### src/rtl/adc_host_pkg.sv
package adc_host_pkg;
  localparam int DATA_W = 8;
  localparam int RES_W  = 12;
  localparam int ADDR_W = 2;
  localparam int HI_W   = RES_W - DATA_W;
  localparam int PAD_W  = DATA_W - 1 - HI_W;

  typedef struct packed {
    logic              cs_n;
    logic              rd_n;
    logic              wr_n;
    logic              cal_n;
    logic              bsel;
    logic              rsel;
    logic [ADDR_W-1:0] addr;
    logic [DATA_W-1:0] din;
  } host_pins_t;

  localparam int PINS_W = $bits(host_pins_t);

  // mode register bit positions
  localparam int MODE_CAL_BIT  = 1;
  localparam int MODE_HOLD_BIT = 2;

  function automatic host_pins_t idle_pins();
    host_pins_t p;
    p      = '0;
    p.cs_n = 1'b1;
    p.rd_n = 1'b1;
    p.wr_n = 1'b1;
    p.cal_n = 1'b1;
    return p;
  endfunction

  function automatic logic [DATA_W-1:0] low_byte(input logic [RES_W-1:0] r);
    return r[DATA_W-1:0];
  endfunction

  function automatic logic [DATA_W-1:0] high_byte(input logic [RES_W-1:0] r,
                                                  input logic busy);
    return {busy, {PAD_W{1'b0}}, r[RES_W-1:DATA_W]};
  endfunction

  function automatic logic write_open(input host_pins_t p);
    return ~p.cs_n & ~p.wr_n;
  endfunction
endpackage

### src/rtl/ahp_sync.sv
module ahp_sync #(
  parameter int W      = 8,
  parameter int STAGES = 2,
  parameter logic [W-1:0] RST_VAL = '0
) (
  input  logic         clk,
  input  logic         rst_n,
  input  logic [W-1:0] d,
  output logic [W-1:0] sync_q,
  output logic [W-1:0] prev_q
);
  logic [W-1:0] stg [STAGES+1];

  genvar i;
  generate
    for (i = 0; i <= STAGES; i++) begin : g_stage
      if (i == 0) begin : g_first
        always_ff @(posedge clk or negedge rst_n) begin
          if (!rst_n) stg[i] <= RST_VAL;
          else        stg[i] <= d;
        end
      end else begin : g_next
        always_ff @(posedge clk or negedge rst_n) begin
          if (!rst_n) stg[i] <= RST_VAL;
          else        stg[i] <= stg[i-1];
        end
      end
    end
  endgenerate

  assign sync_q = stg[STAGES-1];
  assign prev_q = stg[STAGES];
endmodule

### src/rtl/ahp_cmd_decode.sv
module ahp_cmd_decode
  import adc_host_pkg::*;
(
  input  logic              clk,
  input  logic              rst_n,
  input  host_pins_t        cur,
  input  host_pins_t        prv,
  input  logic              busy_cal,
  output logic              write_end,
  output logic              conv_write,
  output logic              mode_write,
  output logic              pin_rise,
  output logic              hold_mode,
  output logic              mode_cal_bit,
  output logic              conv_start,
  output logic              cal_req,
  output logic [ADDR_W-1:0] chan_sel
);
  logic start_d, cal_d;

  always_comb begin
    write_end  = write_open(prv) & ~write_open(cur);
    conv_write = write_end & ~prv.rsel;
    mode_write = write_end &  prv.rsel;
    pin_rise   = cur.cal_n & ~prv.cal_n;
    start_d    = (conv_write | (pin_rise & hold_mode)) & ~busy_cal;
    cal_d      = mode_cal_bit | (pin_rise & ~hold_mode);
  end

  always_ff @(posedge clk or negedge rst_n) begin
    if (!rst_n) begin
      hold_mode    <= 1'b0;
      mode_cal_bit <= 1'b0;
      conv_start   <= 1'b0;
      cal_req      <= 1'b0;
      chan_sel     <= '0;
    end else begin
      conv_start   <= start_d;
      cal_req      <= cal_d;
      mode_cal_bit <= mode_write & prv.din[MODE_CAL_BIT];
      if (mode_write) hold_mode <= prv.din[MODE_HOLD_BIT];
      if (conv_write) chan_sel  <= prv.addr;
    end
  end
endmodule

### src/rtl/ahp_read_mux.sv
module ahp_read_mux
  import adc_host_pkg::*;
(
  input  host_pins_t        cur,
  input  logic [RES_W-1:0]  result,
  input  logic              busy_any,
  output logic              rd_active,
  output logic [DATA_W-1:0] data_out,
  output logic              data_oe
);
  always_comb begin
    rd_active = ~cur.cs_n & ~cur.rd_n;
    data_oe   = rd_active;
    if (!rd_active)   data_out = '0;
    else if (cur.bsel) data_out = high_byte(result, busy_any);
    else               data_out = low_byte(result);
  end
endmodule

### src/rtl/adc_host_port.sv
module adc_host_port
  import adc_host_pkg::*;
(
  input  logic              clk,
  input  logic              rst_n,
  input  logic              cs_n,
  input  logic              rd_n,
  input  logic              wr_n,
  input  logic              byte_sel,
  input  logic              reg_sel,
  input  logic [ADDR_W-1:0] addr,
  input  logic              cal_trig_n,
  input  logic [DATA_W-1:0] data_in,
  output logic [DATA_W-1:0] data_out,
  output logic              data_oe,
  input  logic              busy_conv,
  input  logic              busy_cal,
  input  logic [RES_W-1:0]  result,
  output logic              conv_start,
  output logic              cal_req,
  output logic [ADDR_W-1:0] chan_sel
);
  host_pins_t raw_pins, cur, prv;
  logic [PINS_W-1:0] cur_v, prv_v;
  logic write_end, conv_write, mode_write, pin_rise, hold_mode, mode_cal_bit;
  logic rd_active, busy_any;

  always_comb begin
    raw_pins.cs_n  = cs_n;
    raw_pins.rd_n  = rd_n;
    raw_pins.wr_n  = wr_n;
    raw_pins.cal_n = cal_trig_n;
    raw_pins.bsel  = byte_sel;
    raw_pins.rsel  = reg_sel;
    raw_pins.addr  = addr;
    raw_pins.din   = data_in;
  end

  ahp_sync #(.W(PINS_W), .STAGES(2), .RST_VAL(idle_pins())) u_sync (
    .clk(clk), .rst_n(rst_n), .d(raw_pins), .sync_q(cur_v), .prev_q(prv_v)
  );

  assign cur      = host_pins_t'(cur_v);
  assign prv      = host_pins_t'(prv_v);
  assign busy_any = busy_conv | busy_cal;

  ahp_cmd_decode u_dec (
    .clk(clk), .rst_n(rst_n), .cur(cur), .prv(prv), .busy_cal(busy_cal),
    .write_end(write_end), .conv_write(conv_write), .mode_write(mode_write),
    .pin_rise(pin_rise), .hold_mode(hold_mode), .mode_cal_bit(mode_cal_bit),
    .conv_start(conv_start), .cal_req(cal_req), .chan_sel(chan_sel)
  );

  ahp_read_mux u_rd (
    .cur(cur), .result(result), .busy_any(busy_any),
    .rd_active(rd_active), .data_out(data_out), .data_oe(data_oe)
  );
endmodule

### config.mk
export PLATFORM = sky130hd
export DESIGN_NAME = adc_host_port
export DESIGN_NICKNAME = d
export VERILOG_FILES = /design/src/rtl/adc_host_pkg.sv /design/src/rtl/ahp_sync.sv /design/src/rtl/ahp_cmd_decode.sv /design/src/rtl/ahp_read_mux.sv /design/src/rtl/adc_host_port.sv
export SDC_FILE = /design/constraint.sdc
export NUM_CORES = 1
export LEC_CHECK = 0
export ABC_AREA = 1
export BUFFER_PORTS_ARGS = -buffer_cell sky130_fd_sc_hd__buf_2
export CAP_MARGIN = 20
export CORE_MARGIN = 8
export CORE_UTILIZATION = 46
export CTS_CLUSTER_DIAMETER = 80
export DETAILED_ROUTE_END_ITERATION = 10
export GPL_TIMING_DRIVEN = 0
export PLACE_DENSITY_LB_ADDON = 0.15
export SYNTH_ARGS = -nofsm -noshare
export SYNTH_HDL_FRONTEND = slang
export SYNTH_SLANG_ARGS = --single-unit
### constraint.sdc
create_clock -name clk -period 2.75 [get_ports clk]
set_input_delay 0.4125 -clock clk [delete_from_list [all_inputs] [get_ports clk]]
set_output_delay 0.4125 -clock clk [all_outputs]
set_load 0.01 [all_outputs]
-- Word-level counts from Yosys, hierarchy flattened
Index checks and enable logic that the tools add are counted.
- memory bits (read-only): 0
- word-level logic and storage cells: 34
- memory bits (writable): 0
- memories kept: 0
- latch bits: 0
- output and inout port bits: 13
- bits in registers: 54
- mux-type cells: 2
- shift operators: 0
- reduce and logical (&&, ||, !) cells: 0
- div/mod/pow operators: 0
- order comparisons: 0
- equality and inequality tests: 0
- $add $sub $neg: 0
- multipliers: 0
- bitwise gates (word level): 24
- operator list (operator ; count):
    $mux W8 ; 2
    $and A1 B1 Y1 ; 11
    $not A1 Y1 ; 10
    $or A1 B1 Y1 ; 3

-- Depth between registers and ports, before layout
- word-level depth: 7
- depth in mapped cells: 5
- depth with buffers taken out: 5

-- Hierarchy
From an unflattened synthesis, not the netlist that was laid out.
- cells, all modules: 153
- area total of the unflattened synthesis: 1941.9 sq um
- by module, submodules not included (module ; cells each ; area each (sq um) ; times used):
    ahp_sync ; 80 ; 1456.4 ; 1
    ahp_cmd_decode ; 34 ; 302.8 ; 1
    ahp_read_mux ; 36 ; 171.4 ; 1
    adc_host_port ; 3 ; 11.3 ; 1

-- Worst setup path after synthesis
OpenSTA, ideal clock, no wires.
- path kind: register to output
- from: register u_sync.stg, in the netlist u_sync.sync_q[15]
- to: output port data_out[0]
- arrival time: 0.849 ns
- path slack: 1.488 ns
- cell stages (with the launch flop): 4
- cell sequence: dfstp_2 -> nor2_2 -> inv_2 -> a21oi_1
- word-level cells in the longest chain between the ends: 3
- ends and longest elaborated chain (element ; line ; text):
    from (decl) ; ahp_sync.sv:12 ; logic [W-1:0] stg [STAGES+1];
    from (signal, indexed assignment) ; ahp_sync.sv:25 ; else stg[i] <= stg[i-1];
    $not A1 Y1 ; ahp_read_mux.sv:12 ; rd_active = ~cur.cs_n & ~cur.rd_n;
    $and A1 B1 Y1 ; ahp_read_mux.sv:12 ;
    via data_oe ; adc_host_port.sv:15 ; output logic data_oe,
    $mux W8 ; ahp_read_mux.sv:14 ; if (!rd_active) data_out = '0;
    to (decl) ; adc_host_port.sv:14 ; output logic [DATA_W-1:0] data_out,
The timed path passes the listed nets, and every way through them passes these cells.

-- Final worst setup path
- from: register u_sync.stg, in the netlist u_sync.sync_q[15]
- to: output port data_out[0]
- word-level cells in the longest chain between the ends: 3
- ends and longest elaborated chain (element ; line):
    $not A1 Y1 ; ahp_read_mux.sv:12
    $and A1 B1 Y1 ; ahp_read_mux.sv:12
    $mux W8 ; ahp_read_mux.sv:14
Every way passes these cells.

==> impl_metrics.yaml <==
run_status:
  status: "complete, no violations"
global_routing:
  grt_util_met2_pct: 16.4
  grt_max_degree: 35
  grt_pass1_vias: 769
  grt_pass1_wl_mm: 3.21
  gr-max-usage-layer: "met2"
  met1_usage_pct: 8.36
  grtUsageMet3_pct: 7.90
  grt_overflow_total: 0
  antenna_found_initial: 0
  grt.total_usage_pct: 10.0
floorplanning:
  rows: 17
  dieArea_um2: 4170
  pin_count: 45
  die_w_um: 64.6
  start_util_pct: 48.6
  coreArea_um2: 2230
  chipHeight_um: 64.6
worst_setup_path:
  startpoint: "u_sync.sync_q[15]$_DFF_PN1_"
  cp_slowest_cell: "dfstp_2"
  critPathMaxFanout: 7
  crit_path_end_kind: "output pin"
  crit_type: "reg -> out"
  crit-reg2reg-launch: "u_sync.sync_q[15]$_DFF_PN1_"
  required_ns: 2.34
  start_kind: "register"
  cp.arrival_ns: 1.26
  path_cells: "nor2_2, inv_2, a21oi_1, buf_2"
  slowest_delay_ns: 0.39
logic_synthesis:
  synth_warnings: 0
  syn_inst: 81
  synthDistinctLibCells: 17
  ys_ff_latch: 34
  synth_fp_nets: 113
  yosysSeqAreaShare_pct: 79.6
  postSynthAreaPerCell_um2: 13.4
  synth_area_um2: 1090
pwr:
  vdd_drop_max_mv: 0.428
  powerDensity_nw_per_um2: 656
  power_leakage_nw: 0.705
timing:
  drv_slew: 0
  fin_crit_sh_pct: 60.8
  grt_setup_unrepaired: "false"
  finalHoldViolations: 0
  final-setup-viol-count: 0
  fin_skew_ns: 0.00809
  tightest_slew_ns: 0.689
  relSlewSlack_pct: 54.1
  timing.final.crit_period_ns: 1.67
  fin_hold_ws_ns: 0.118
  clock.fmax_mhz: 598
  fin_setup_tns_ns: 0
clocking:
  cts_hold_buffers: 0
  htree_levels: 2
  post-cts-setup-buffers: 0
  cts_root_buffer: "clkbuf_4"
  cts_sinks: 34
  cts_made_buffers: 5
  cts_tree: "done"
  cts_buffer_depth: 2
  cts_resized: 0
  cts.clk_slew.worst_paths_ns: 0.10
  clk_latency_ns: 0.33
detailed_routing:
  wl_per_cell_um: 12.0
  vias: 733
  vias_per_cell: 4.73
  drc: 0
  wirelength_mm: 1.87
  drt_iter0_drc: 20
  firstDrtPassIters: 5
  final_antenna_net_count: 0
cells_and_area:
  layout-drive-gt1-share_pct: 50.4
  multi_input_area_um2: 195
  diodes: 0
  register_area_um2: 865
  area_delta_synth_final_pct: 26.6
  fin_area_um2: 1380
  nets: 158
  num-fill-cells: 187
  fin_cells: 155
placement:
  placed_area_um2: 1310
  gp_congestion: 0.853
  portBuffers: 38
  dp.cells: 147
  place_hpwl_mm: 1.38
min_path:
  hold_class: "in -> async"
run:
  maxCapViolations: 0
cell usage in the layout, fill, tap and decap left out:
cell,n
buf_2,38
dfrtp_1,23
nand2_1,18
dfstp_2,11
nor2_1,5
inv_1,5
clkbuf_4,5
a21oi_1,4
nand4_1,3
inv_2,2
nand3_1,2
nor2_2,1
nand2_2,1
nor2_4,1
nand3_2,1
a21oi_2,1
o21bai_1,1
o21ai_0,1
nor3_1,1
clkinv_2,1
clkinvlp_4,1
clkbuf_8,1
final cells by class:
| cell class | instances | share of cell area, % |
|---|---|---|
| Sequential cell | 34 | 62.9 |
| Multi-Input combinational cell | 40 | 14.2 |
| Timing Repair Buffer | 38 | 13.8 |
| Clock buffer | 6 | 3.73 |
| Tap cell | 28 | 2.55 |
| Inverter | 7 | 1.91 |
| Clock inverter | 2 | 0.910 |
worst max-delay path: cells and delay by family (launching register included):
kind / cells / cell delay [ns]
buffers and inverters: 2 / 0.25
and+or+nand+nor: 1 / 0.17
DFF: 1 / 0.39
AOI/OAI and AO/OA: 1 / 0.12
per-stage QoR:
| step | setup slack, ns | utilization, % | power, mW |
|---|---|---|---|
| after floorplan | 1.49 | - | 0.589 |
| after global placement | 1.44 | 58.7 | 0.631 |
| after detailed placement | 1.44 | 58.7 | 0.636 |
| after CTS | 1.06 | 61.6 | 0.922 |
| after global routing | 0.964 | 61.6 | 0.949 |
| final | 1.08 | 61.6 | 0.902 |
power breakdown:
part / internal, mW / total (mW) / switching, mW
registers: 0.537 / 0.551 / 0.0138
clock network: 0.123 / 0.277 / 0.155
logic: 0.0313 / 0.0734 / 0.0421
total: 0.691 / 0.902 / 0.210
Yosys cell counts:
cell type | instances | area [um^2]
nand3_1 | 2 | 10.0
nor3_1 | 1 | 5.00
o21bai_1 | 1 | 7.51
inv_1 | 5 | 18.8
a21oi_2 | 1 | 8.76
nand2_2 | 1 | 6.26
o21ai_0 | 1 | 5.00
nand4_1 | 3 | 18.8
dfstp_2 | 11 | 289
nor2_1 | 5 | 18.8
nor2_4 | 1 | 11.3
nor2_2 | 1 | 6.26
nand3_2 | 1 | 10.0
a21oi_1 | 4 | 20.0
dfrtp_1 | 23 | 576
inv_2 | 2 | 7.51
nand2_1 | 18 | 67.6
layer usage:
layer | vias up | routed length [um]
met5 | - | 0
met4 | 0 | 42
met3 | 6 | 325
met2 | 44 | 834
met1 | 338 | 664
li1 | 345 | -
flip-flops by register name (all words and copies together) (netlist names):
register            cells
u_sync.prev_q           8
u_dec.hold_mode         1
u_dec.conv_start        1
u_dec.mode_cal_bit      1
u_sync.stg             10
u_dec.cal_req           1
u_sync.sync_q          10
u_dec.chan_sel          2
cell families after synthesis:
logic type / after synthesis / synth area share [%]
AND/OR/NAND/NOR: 33 / 14.2
flip-flops: 34 / 79.6
buffers and inverters: 7 / 2.42
AO/OA/AOI/OAI: 7 / 3.80
path summary, 6_finish.rpt:
path	to	cells past startpoint	slack [ns]
max	data_out[0]	4	1.08
min	u_sync.stg[42]$_DFF_PN0_	1	0.12
max reg2reg	u_dec.hold_mode$_DFFE_PN0P_	5	1.71
min reg2reg	u_sync.prev_q[9]$_DFF_PN0_	0	0.35
max in group asynchronous	u_dec.hold_mode$_DFFE_PN0P_	1	2.19
min in group clk	u_sync.stg[46]$_DFF_PN1_	1	0.17
Note: power is estimated with default switching activity, not from simulation.
